<file path="config.mk">
export PLATFORM = sky130hd
export DESIGN_NAME = sqrt_unit
export DESIGN_NICKNAME = d
export VERILOG_FILES = /design/src/rtl/sqrt_pkg.sv /design/src/rtl/sqrt_lead_pair.sv /design/src/rtl/sqrt_step.sv /design/src/rtl/sqrt_fsm.sv /design/src/rtl/sqrt_unit.sv
export SDC_FILE = /design/constraint.sdc
export NUM_CORES = 1
export LEC_CHECK = 0
export BUFFER_PORTS_ARGS = -buffer_cell sky130_fd_sc_hd__buf_2
export CAP_MARGIN = 40
export CORE_ASPECT_RATIO = 0.6
export CORE_MARGIN = 2
export CORE_UTILIZATION = 57
export CTS_BUF_LIST = sky130_fd_sc_hd__clkbuf_4 sky130_fd_sc_hd__clkbuf_8
export CTS_CLUSTER_SIZE = 40
export DETAILED_ROUTE_END_ITERATION = 8
export GPL_ROUTABILITY_DRIVEN = 1
export PLACE_DENSITY = 0.83
export SETUP_SLACK_MARGIN = 0.02
export SLEW_MARGIN = 20
export SYNTH_ARGS = -nofsm -noshare
export SYNTH_HDL_FRONTEND = slang
export SYNTH_HIERARCHICAL = 1
export SYNTH_SLANG_ARGS = --single-unit
</file>
<file path="constraint.sdc">
create_clock -name clk -period 19.4 [get_ports clk]
set_clock_uncertainty 0.05 [all_clocks]
set_input_delay 0.97 -clock clk [delete_from_list [all_inputs] [get_ports clk]]
set_output_delay 0.97 -clock clk [all_outputs]
set_load 0.01 [all_outputs]
</file>
<file path="src/rtl/sqrt_pkg.sv">
package sqrt_pkg;

    typedef enum logic [1:0] {
        ST_IDLE  = 2'd0,
        ST_LOAD  = 2'd1,
        ST_STEP  = 2'd2,
        ST_STORE = 2'd3
    } sqrt_state_e;

    localparam logic [1:0] ADDR_CTRL   = 2'd0;
    localparam logic [1:0] ADDR_ARG_LO = 2'd1;
    localparam logic [1:0] ADDR_ARG_HI = 2'd2;
    localparam logic [1:0] ADDR_ROOT   = 2'd3;

    localparam int CTRL_WIDE_BIT = 0;
    localparam int CTRL_BUSY_BIT = 15;

endpackage

</file>
<file path="src/rtl/sqrt_lead_pair.sv">
// Finds the index of the highest non-zero bit pair of the operand; that pair
// gives the largest power of four not above the operand.
module sqrt_lead_pair #(
    parameter int OP_W = 64,
    localparam int PAIRS = OP_W / 2,
    localparam int IDX_W = $clog2(PAIRS)
) (
    input  logic [OP_W-1:0]  op,
    output logic [IDX_W-1:0] top_idx,
    output logic             any_set
);

    logic [PAIRS-1:0] pair_hit;

    genvar p;
    generate
        for (p = 0; p < PAIRS; p++) begin : g_pair
            assign pair_hit[p] = |op[2*p+1 -: 2];
        end
    endgenerate

    always_comb begin
        top_idx = '0;
        for (int i = 0; i < PAIRS; i++) begin
            if (pair_hit[i]) top_idx = IDX_W'(i);
        end
    end

    assign any_set = |pair_hit;

endmodule

</file>
<file path="src/rtl/sqrt_step.sv">
// One trial subtraction for the bit pair selected by idx.
module sqrt_step #(
    parameter int OP_W = 64,
    localparam int IDX_W = $clog2(OP_W / 2)
) (
    input  logic [OP_W-1:0]  rem_in,
    input  logic [OP_W-1:0]  acc_in,
    input  logic [IDX_W-1:0] idx,
    output logic [OP_W-1:0]  rem_out,
    output logic [OP_W-1:0]  acc_out
);

    logic [OP_W-1:0] trial_bit;
    logic [OP_W:0]   trial_sum;

    always_comb begin
        trial_bit = {{(OP_W-1){1'b0}}, 1'b1} << {idx, 1'b0};
        trial_sum = {1'b0, acc_in} + {1'b0, trial_bit};
        if ({1'b0, rem_in} >= trial_sum) begin
            rem_out = rem_in - trial_sum[OP_W-1:0];
            acc_out = (acc_in >> 1) + trial_bit;
        end else begin
            rem_out = rem_in;
            acc_out = acc_in >> 1;
        end
    end

endmodule

</file>
<file path="src/rtl/sqrt_fsm.sv">
module sqrt_fsm
    import sqrt_pkg::*;
(
    input  logic        clk,
    input  logic        rst_n,
    input  logic        start,
    input  logic        op_nz,
    input  logic        last_pair,
    output sqrt_state_e state,
    output logic        load_en,
    output logic        step_en,
    output logic        store_en,
    output logic        busy
);

    sqrt_state_e state_nx;

    always_ff @(posedge clk) begin
        if (!rst_n) state <= ST_IDLE;
        else        state <= state_nx;
    end

    always_comb begin
        state_nx = state;
        unique case (state)
            ST_IDLE:  if (start) state_nx = ST_LOAD;
            ST_LOAD:  if (start) state_nx = ST_LOAD;
                      else       state_nx = op_nz ? ST_STEP : ST_STORE;
            ST_STEP:  if (start)          state_nx = ST_LOAD;
                      else if (last_pair) state_nx = ST_STORE;
            ST_STORE: state_nx = start ? ST_LOAD : ST_IDLE;
            default:  state_nx = ST_IDLE;
        endcase
    end

    always_comb begin
        load_en  = 1'b0;
        step_en  = 1'b0;
        store_en = 1'b0;
        busy     = 1'b1;
        unique case (state)
            ST_IDLE:  busy     = 1'b0;
            ST_LOAD:  load_en  = !start;
            ST_STEP:  step_en  = !start;
            ST_STORE: store_en = !start;
            default:  busy     = 1'b0;
        endcase
    end

    // any start write sends the controller back to LOAD
    p_restart_r8: assert property (@(posedge clk) disable iff (!rst_n)
        start |=> state == ST_LOAD);

    // completion returns to idle
    p_store_exit_r3: assert property (@(posedge clk) disable iff (!rst_n)
        (state == ST_STORE && !start) |=> state == ST_IDLE);

    // a zero operand skips all steps
    p_zero_fast_r6: assert property (@(posedge clk) disable iff (!rst_n)
        (state == ST_LOAD && !start && !op_nz) |=> state == ST_STORE);

endmodule

</file>
<file path="src/rtl/sqrt_unit.sv">
module sqrt_unit
    import sqrt_pkg::*;
#(
    parameter int BUS_W = 32
) (
    input  logic             clk,
    input  logic             rst_n,
    input  logic             wr_en,
    input  logic [1:0]       wr_addr,
    input  logic [BUS_W-1:0] wr_data,
    input  logic [1:0]       rd_addr,
    output logic [BUS_W-1:0] rd_data,
    output logic             busy
);

    localparam int OP_W  = 2 * BUS_W;
    localparam int RES_W = BUS_W;
    localparam int IDX_W = $clog2(OP_W / 2);

    logic [OP_W-1:0]  arg_q;
    logic             wide_q;
    logic [RES_W-1:0] root_q;
    logic [OP_W-1:0]  rem_q, acc_q, rem_nx, acc_nx, eff_op;
    logic [IDX_W-1:0] idx_q, lead_idx;
    logic             lead_nz, start;
    logic             load_en, step_en, store_en;
    sqrt_state_e      state;

    assign start  = wr_en && (wr_addr != ADDR_ROOT);
    assign eff_op = wide_q ? arg_q : {{BUS_W{1'b0}}, arg_q[BUS_W-1:0]};

    sqrt_lead_pair #(.OP_W(OP_W)) u_lead (
        .op      (eff_op),
        .top_idx (lead_idx),
        .any_set (lead_nz)
    );

    sqrt_step #(.OP_W(OP_W)) u_step (
        .rem_in  (rem_q),
        .acc_in  (acc_q),
        .idx     (idx_q),
        .rem_out (rem_nx),
        .acc_out (acc_nx)
    );

    sqrt_fsm u_fsm (
        .clk       (clk),
        .rst_n     (rst_n),
        .start     (start),
        .op_nz     (lead_nz),
        .last_pair (idx_q == '0),
        .state     (state),
        .load_en   (load_en),
        .step_en   (step_en),
        .store_en  (store_en),
        .busy      (busy)
    );

    // register writes
    always_ff @(posedge clk) begin
        if (!rst_n) begin
            arg_q  <= '0;
            wide_q <= 1'b0;
        end else if (wr_en) begin
            unique case (wr_addr)
                ADDR_CTRL:   wide_q              <= wr_data[CTRL_WIDE_BIT];
                ADDR_ARG_LO: arg_q[BUS_W-1:0]    <= wr_data;
                ADDR_ARG_HI: arg_q[OP_W-1:BUS_W] <= wr_data;
                default:     ;
            endcase
        end
    end

    // engine datapath
    always_ff @(posedge clk) begin
        if (!rst_n) begin
            rem_q  <= '0;
            acc_q  <= '0;
            idx_q  <= '0;
            root_q <= '0;
        end else begin
            if (load_en) begin
                rem_q <= eff_op;
                acc_q <= '0;
                idx_q <= lead_idx;
            end else if (step_en) begin
                rem_q <= rem_nx;
                acc_q <= acc_nx;
                idx_q <= idx_q - 1'b1;
            end
            if (store_en) root_q <= acc_q[RES_W-1:0];
        end
    end

    // read mux
    always_comb begin
        rd_data = '0;
        unique case (rd_addr)
            ADDR_CTRL: begin
                rd_data[CTRL_WIDE_BIT] = wide_q;
                rd_data[CTRL_BUSY_BIT] = busy;
            end
            ADDR_ARG_LO: rd_data = arg_q[BUS_W-1:0];
            ADDR_ARG_HI: rd_data = arg_q[OP_W-1:BUS_W];
            ADDR_ROOT:   rd_data = root_q;
            default:     rd_data = '0;
        endcase
    end

    // a start write raises busy
    p_busy_set_r2: assert property (@(posedge clk) disable iff (!rst_n)
        start |=> busy);

    // root register moves only on completion
    p_root_hold_r10: assert property (@(posedge clk) disable iff (!rst_n)
        !store_en |=> $stable(root_q));

    // floor property at completion: remainder not above twice the root
    p_floor_r3: assert property (@(posedge clk) disable iff (!rst_n)
        store_en |-> ({1'b0, rem_q} <= {acc_q, 1'b0}));

    // narrow mode clears the upper operand word
    p_narrow_r4: assert property (@(posedge clk) disable iff (!rst_n)
        (load_en && !wide_q) |=> rem_q[OP_W-1:BUS_W] == '0);

    // one bit pair per step, walking downward
    p_pair_walk_r7: assert property (@(posedge clk) disable iff (!rst_n)
        (step_en && idx_q != '0) |=> idx_q == IDX_W'($past(idx_q) - 1'b1));

endmodule

</file>
Word level (Yosys, flattened, before mapping):

Cells that the tools add are included.

* register bits: 232
* bits of input ports: 39
* output and inout bits: 33
* word-level logic and storage cells: 125

* add/subtract/negate cells: 4
* magnitude comparators: 1
* eq/ne operators: 11
* shift-type cells: 1
* mux-type cells: 53
* bitwise operators: 1
* reduce and logical (&&, ||, !) cells: 46

Operators with widths (count)
* $mux W64: 5
* $mux W5: 18
* $add A64 B64 Y65: 1
* $ge A64 B65 Y1: 1
* $add A63 B64 Y64: 1
* $reduce_or A2 Y1: 32
* $reduce_or A64 Y1: 1
* $shl A1 B6 Y64 const A: 1
* $sub A64 B64 Y64: 1
* $pmux W16 S3: 1
* $pmux W14 S3: 1
* $mux W4: 8
* $mux W2: 6
* $mux W3: 4
* $eq A2 B2 Y1 const B: 5
* $reduce_and A2 Y1: 5
* $pmux W1 S4: 2
* $pmux W2 S4: 1
* $mux W1: 7
* $eq A2 B1 Y1 const B: 3
* $logic_not A2 Y1: 3
* $logic_not A5 Y1: 1
* $sub A5 B1 Y5 const B: 1
* $reduce_bool A2 Y1: 2
* other kinds (6): 6

Longest topological paths before layout:

* depth in word-level cells: 34
* gate-level depth with buffers: 30
* mapped depth without buffers: 26

Modules after synthesis:

Netlist, hierarchy kept.

By module, submodules not included
* sqrt_step: instances 1, cells each 1519, area an instance 10715.3 µm², seq. area each 0.0 µm²
* sqrt_unit: instances 1, cells each 1052, area an instance 10048.4 µm², seq. area each 4604.4 µm²
* sqrt_lead_pair: instances 1, cells each 84, area an instance 503.0 µm², seq. area each 0.0 µm²
* sqrt_fsm: instances 1, cells each 11, area an instance 112.6 µm², seq. area each 40.0 µm²

Worst setup path before layout:

Ideal clock, no wire load.

* path type: register to register
* start: register idx_q[0]
* end: register rem_q[23]
* setup time: 0.115 ns
* arrival: 5.999 ns
* required time: 19.235 ns
* path slack: 13.236 ns
* cell stages (with the launch flop): 28
* path buffers: 2
* period minus slack after synthesis: 6.164 ns
* path through: dfxtp_1 or3b_2 nor2_1 ha_1 nor2_1 a211o_1 o211a_1 o31a_1 o21ai_2 a31o_2 a21oi_2 a211o_1 a211o_1 ha_1 nand2_1 nor2_1 nand3_1 or4_1 nor2_1 a211oi_1 nor3b_2 buf_4 nor2_8 buf_6 mux2_4 mux2i_1 o21ai_0 and2_1

* cells in the longest elaborated chain, start to end: 6
* elaborated cells on any way between the ends: 9
* those cells by class: add/sub: 2; order compare: 1; shift: 1; mux: 3; reduce/logical: 2

RTL lines
* start, declared: RTL line sqrt_unit.sv:24 `logic [IDX_W-1:0] idx_q, lead_idx;`
* start signal, assigned: RTL line sqrt_unit.sv:85 `idx_q <= lead_idx;`
* start signal, assigned: RTL line sqrt_unit.sv:89 `idx_q <= idx_q - 1'b1;`
* $shl A1 B6 Y64: RTL line sqrt_step.sv:17 `trial_bit = {{(OP_W-1){1'b0}}, 1'b1} << {idx, 1'b0};`
* $add A64 B64 Y65: RTL line sqrt_step.sv:18 `trial_sum = {1'b0, acc_in} + {1'b0, trial_bit};`
* $sub A64 B64 Y64: RTL line sqrt_step.sv:20 `rem_out = rem_in - trial_sum[OP_W-1:0];`
* $mux W64: RTL line sqrt_step.sv:19 `if ({1'b0, rem_in} >= trial_sum) begin`
* named net rem_nx[23]: RTL line sqrt_unit.sv:23 `logic [OP_W-1:0] rem_q, acc_q, rem_nx, acc_nx, eff_op;`
* $mux W64: RTL line sqrt_unit.sv:86 `end else if (step_en) begin`
* $mux W64: RTL line sqrt_unit.sv:82 `if (load_en) begin`
* end signal, assigned: RTL line sqrt_unit.sv:83 `rem_q <= eff_op;`
* end signal, assigned: RTL line sqrt_unit.sv:87 `rem_q <= rem_nx;`
* end, declared: RTL line sqrt_unit.sv:23

The timed path passes the listed nets, and every way through them passes these cells. The select of a mux whose other input is x is not followed.
A chain may end at the register's enable or synchronous reset.

Worst setup path after layout:

* start: register idx_q[0]
* end: register rem_q[2]

The elaborated chain is that of the path after synthesis.

==> results.ini <==
[timing]
holdWs_ns = 0.4264
hold_viol_final = 0
slew_violations = 0
grt_setup_unrepaired = false
tns_ns = 0
max_freq_mhz = 114.2
timing.final.crit_period_ns = 8.755
maxSlewHeadroom_pct = 31.37
tightest_slew_ns = 1.029
post-route-period-util_pct = 45.13
setup_viol = 0
setup_slack_ns = 10.65

[final_layout]
diodes = 0
stdcell_area_um2 = 22760
drive_gt1_share_pct = 11.97
n_fill_cell = 3292
layout-area-overhead-vs-synth_pct = 6.449
instances_no_fill = 3193
multi_input_comb_area_um2 = 15830
fin_nets = 2830
seqCellArea_um2 = 4644

[logic_synthesis]
synth_cell_types = 103
synthCells = 2666
synth_ff_type = dfxtp_1
async_flop_share_pct = 0
synth_area_leaders = dfxtp_1 22%, mux2i_1 7.7%, ha_1 7.7%
syn_nets = 2837
synth_top_area_share_pct = 21.72
ys_seq_area_share_pct = 21.72
netlist.top_cell.by_area = dfxtp_1
avgSynthCellArea_um2 = 8.019
synth_enable_flop_cells = 0
synth.yosys.warnings = 6
synth_area_um2 = 21380
ys_ff_latch = 232

[global_route]
grt_pass1_vias = 19120
grt_pass1_wl_um = 115000
grt_overflow = 0
grt.total_usage_pct = 37.92
antenna_found_initial = 3
grt_max_degree = 134

[clocking]
clk_pin_slew_ns = 0.07
cts_max_level = 2
cts_buffers = 41
cts-hold-fix-buffers = 0
cts_resized = 0
cts_sinks = 232
postCtsSetupBuffers = 0
cts_root_buffer = clkbuf_8
tritoncts = done
clk_path_buf_depth = 3
worstSkewPairLatency_ns = 0.59

[floorplan]
rows = 54
core_um2 = 36620
start_util_pct = 58.38
die_h_um = 154.0
num_io_pins = 72
fp.dieW_um = 254.0
die-area_um2 = 39120

[setup_path]
worst-setup-path-type = flop to flop
cp_max_fo = 33
r2r_setup_slack_ns = 10.65
cp.required_ns = 19.83
worstReg2RegStart = idx_q[0]
r2r_cells = 27
end_kind = flop
critPathCapture = rem_q[2]
cp.arrival_ns = 9.18
start_kind = flop
crit_start = idx_q[0]
reg2reg_to = rem_q[2]

[detailed_routing]
wl_per_cell_um = 24.06
wirelength_um = 76810
drc = 0
drt_first_iter_violations = 3163
ant_nets = 0
dr.pass1.iters = 6
vias = 21270
via_per_inst = 6.660

[pwr]
pwr_density_cell_nw_per_um2 = 89.19
leakage_nw = 9.573
ir_drop_v = 0.00006509

[placed_design]
dp_slack_ns = 11.05
place.gp.congestion = 1.063
dpl_cell_area_um2 = 21860
place_inst = 3119
io_buffers = 71
place_hpwl_um = 58870

[run_status]
status = complete, no violations

[worst_hold_path]
hold_path_startpoint = arg_q[55]
hold_class = flop to flop
min_path_cells = 2

[job]
max-cap-violations = 0

[cell families after synthesis]
| kind of cell | after synthesis | share of synthesized area [%] |
|---|---|---|
| adder cells (fa/ha/maj) | 132 | 7.760 |
| multiplexers | 269 | 14.53 |
| XOR/XNOR | 173 | 7.087 |
| flip-flops | 232 | 21.72 |
| buffers and inverters | 191 | 4.313 |
| AND/OR/NAND/NOR | 960 | 21.73 |
| AO/OA/AOI/OAI | 709 | 22.86 |
[where the power goes]
group | switching, W | internal, W
clock | 0.000236 | 0.000285
combinational | 0.000548 | 0.000447
sequential | 0.0000212 | 0.000493
total | 0.000805 | 0.00122
[synth_stat cells, types with 34 or more instances]
cell / n
a21boi_0: 63
a21o_1: 39
a21oi_1: 121
a31oi_1: 54
and2_1: 81
buf_2: 57
clkbuf_1: 58
dfxtp_1: 232
ha_1: 131
inv_1: 46
mux2_2: 34
mux2_4: 69
mux2i_1: 164
nand2_1: 327
nand3_1: 41
nand4_1: 46
nor2_1: 238
nor2b_1: 58
nor3_1: 50
o211a_1: 36
o21ai_0: 160
xnor2_1: 84
xor2_1: 89
[placed cells by master (no fill, tap or decap), types with 30 or more instances in the layout]
master,count
a21o_1,39
nor2b_1,57
nand2_1,326
nor3_1,50
ha_1,131
a21oi_1,121
nand3_1,41
and2_1,81
dfxtp_1,232
a31oi_1,54
buf_2,70
clkbuf_8,49
mux2_4,69
mux2_2,34
o21ai_0,160
nor2_1,238
a22o_1,30
xnor2_1,84
a21boi_0,63
o211a_1,36
nand4_1,46
inv_1,45
xor2_1,89
mux2i_1,164
[per-layer routing]
layer  routed length, um  global-route usage [%]  vias up
met3               11400                   12.16      136
met1               34580                   57.89    10040
met4                1633                   8.123        6
li1                    -                       -     9655
met2               29130                   50.62     1431
met5                  69                       0        -
[worst max-delay path, stage by stage (launching register included)]
cell	delay, ns
dfxtp_1	0.54
or3b_2	0.54
nor2_1	0.19
ha_1	0.22
a31oi_1	0.14
a211o_1	0.32
o211a_1	0.26
o31a_1	0.39
o21ai_2	0.29
a31o_2	0.27
a21oi_2	0.10
a211o_1	0.33
a311oi_1	0.50
ha_1	0.38
nand4_1	0.19
nor2_1	0.31
nand4_1	0.30
or4_1	0.56
nor2_1	0.16
a211oi_1	0.09
nor3b_4	0.19
nor2_8	0.55
buf_4	0.57
buf_16	0.32
mux2_2	0.38
mux2i_1	0.12
o21ai_0	0.10
and2_1	0.20
[sequential cells by signal, summed over array words and instances (netlist names)]
register and count:
rem_q 64, root_q 32, wide_q 1, u_fsm/state 2, arg_q 64, idx_q 5
acc_q 64
[layout make-up]
class / count / share of cell area, %
repair buffers: 95 / 2.551
multi-input cells: 2243 / 69.57
clock inverters: 17 / 0.7422
well taps: 504 / 2.771
flip-flops and latches: 232 / 20.41
clock buffers: 56 / 3.194
inverters: 46 / 0.7587
[worst min path at each step]
stage	to	slack, ns
after floorplan	arg_q[47]	0.39
after global placement	arg_q[54]	0.40
after detailed placement	arg_q[54]	0.42
after CTS	arg_q[54]	0.42
after global routing	arg_q[54]	0.45
final	arg_q[55]	0.43
[per-stage QoR]
stage / utilization [%] / power [W]
after floorplan: - / 0.001269
after global placement: 59.52 / 0.001458
after detailed placement: 59.69 / 0.001472
after CTS: 62.13 / 0.001989
after global routing: 62.15 / 0.002094
final: 62.15 / 0.002030
Note: power is estimated with default switching activity, not from simulation.
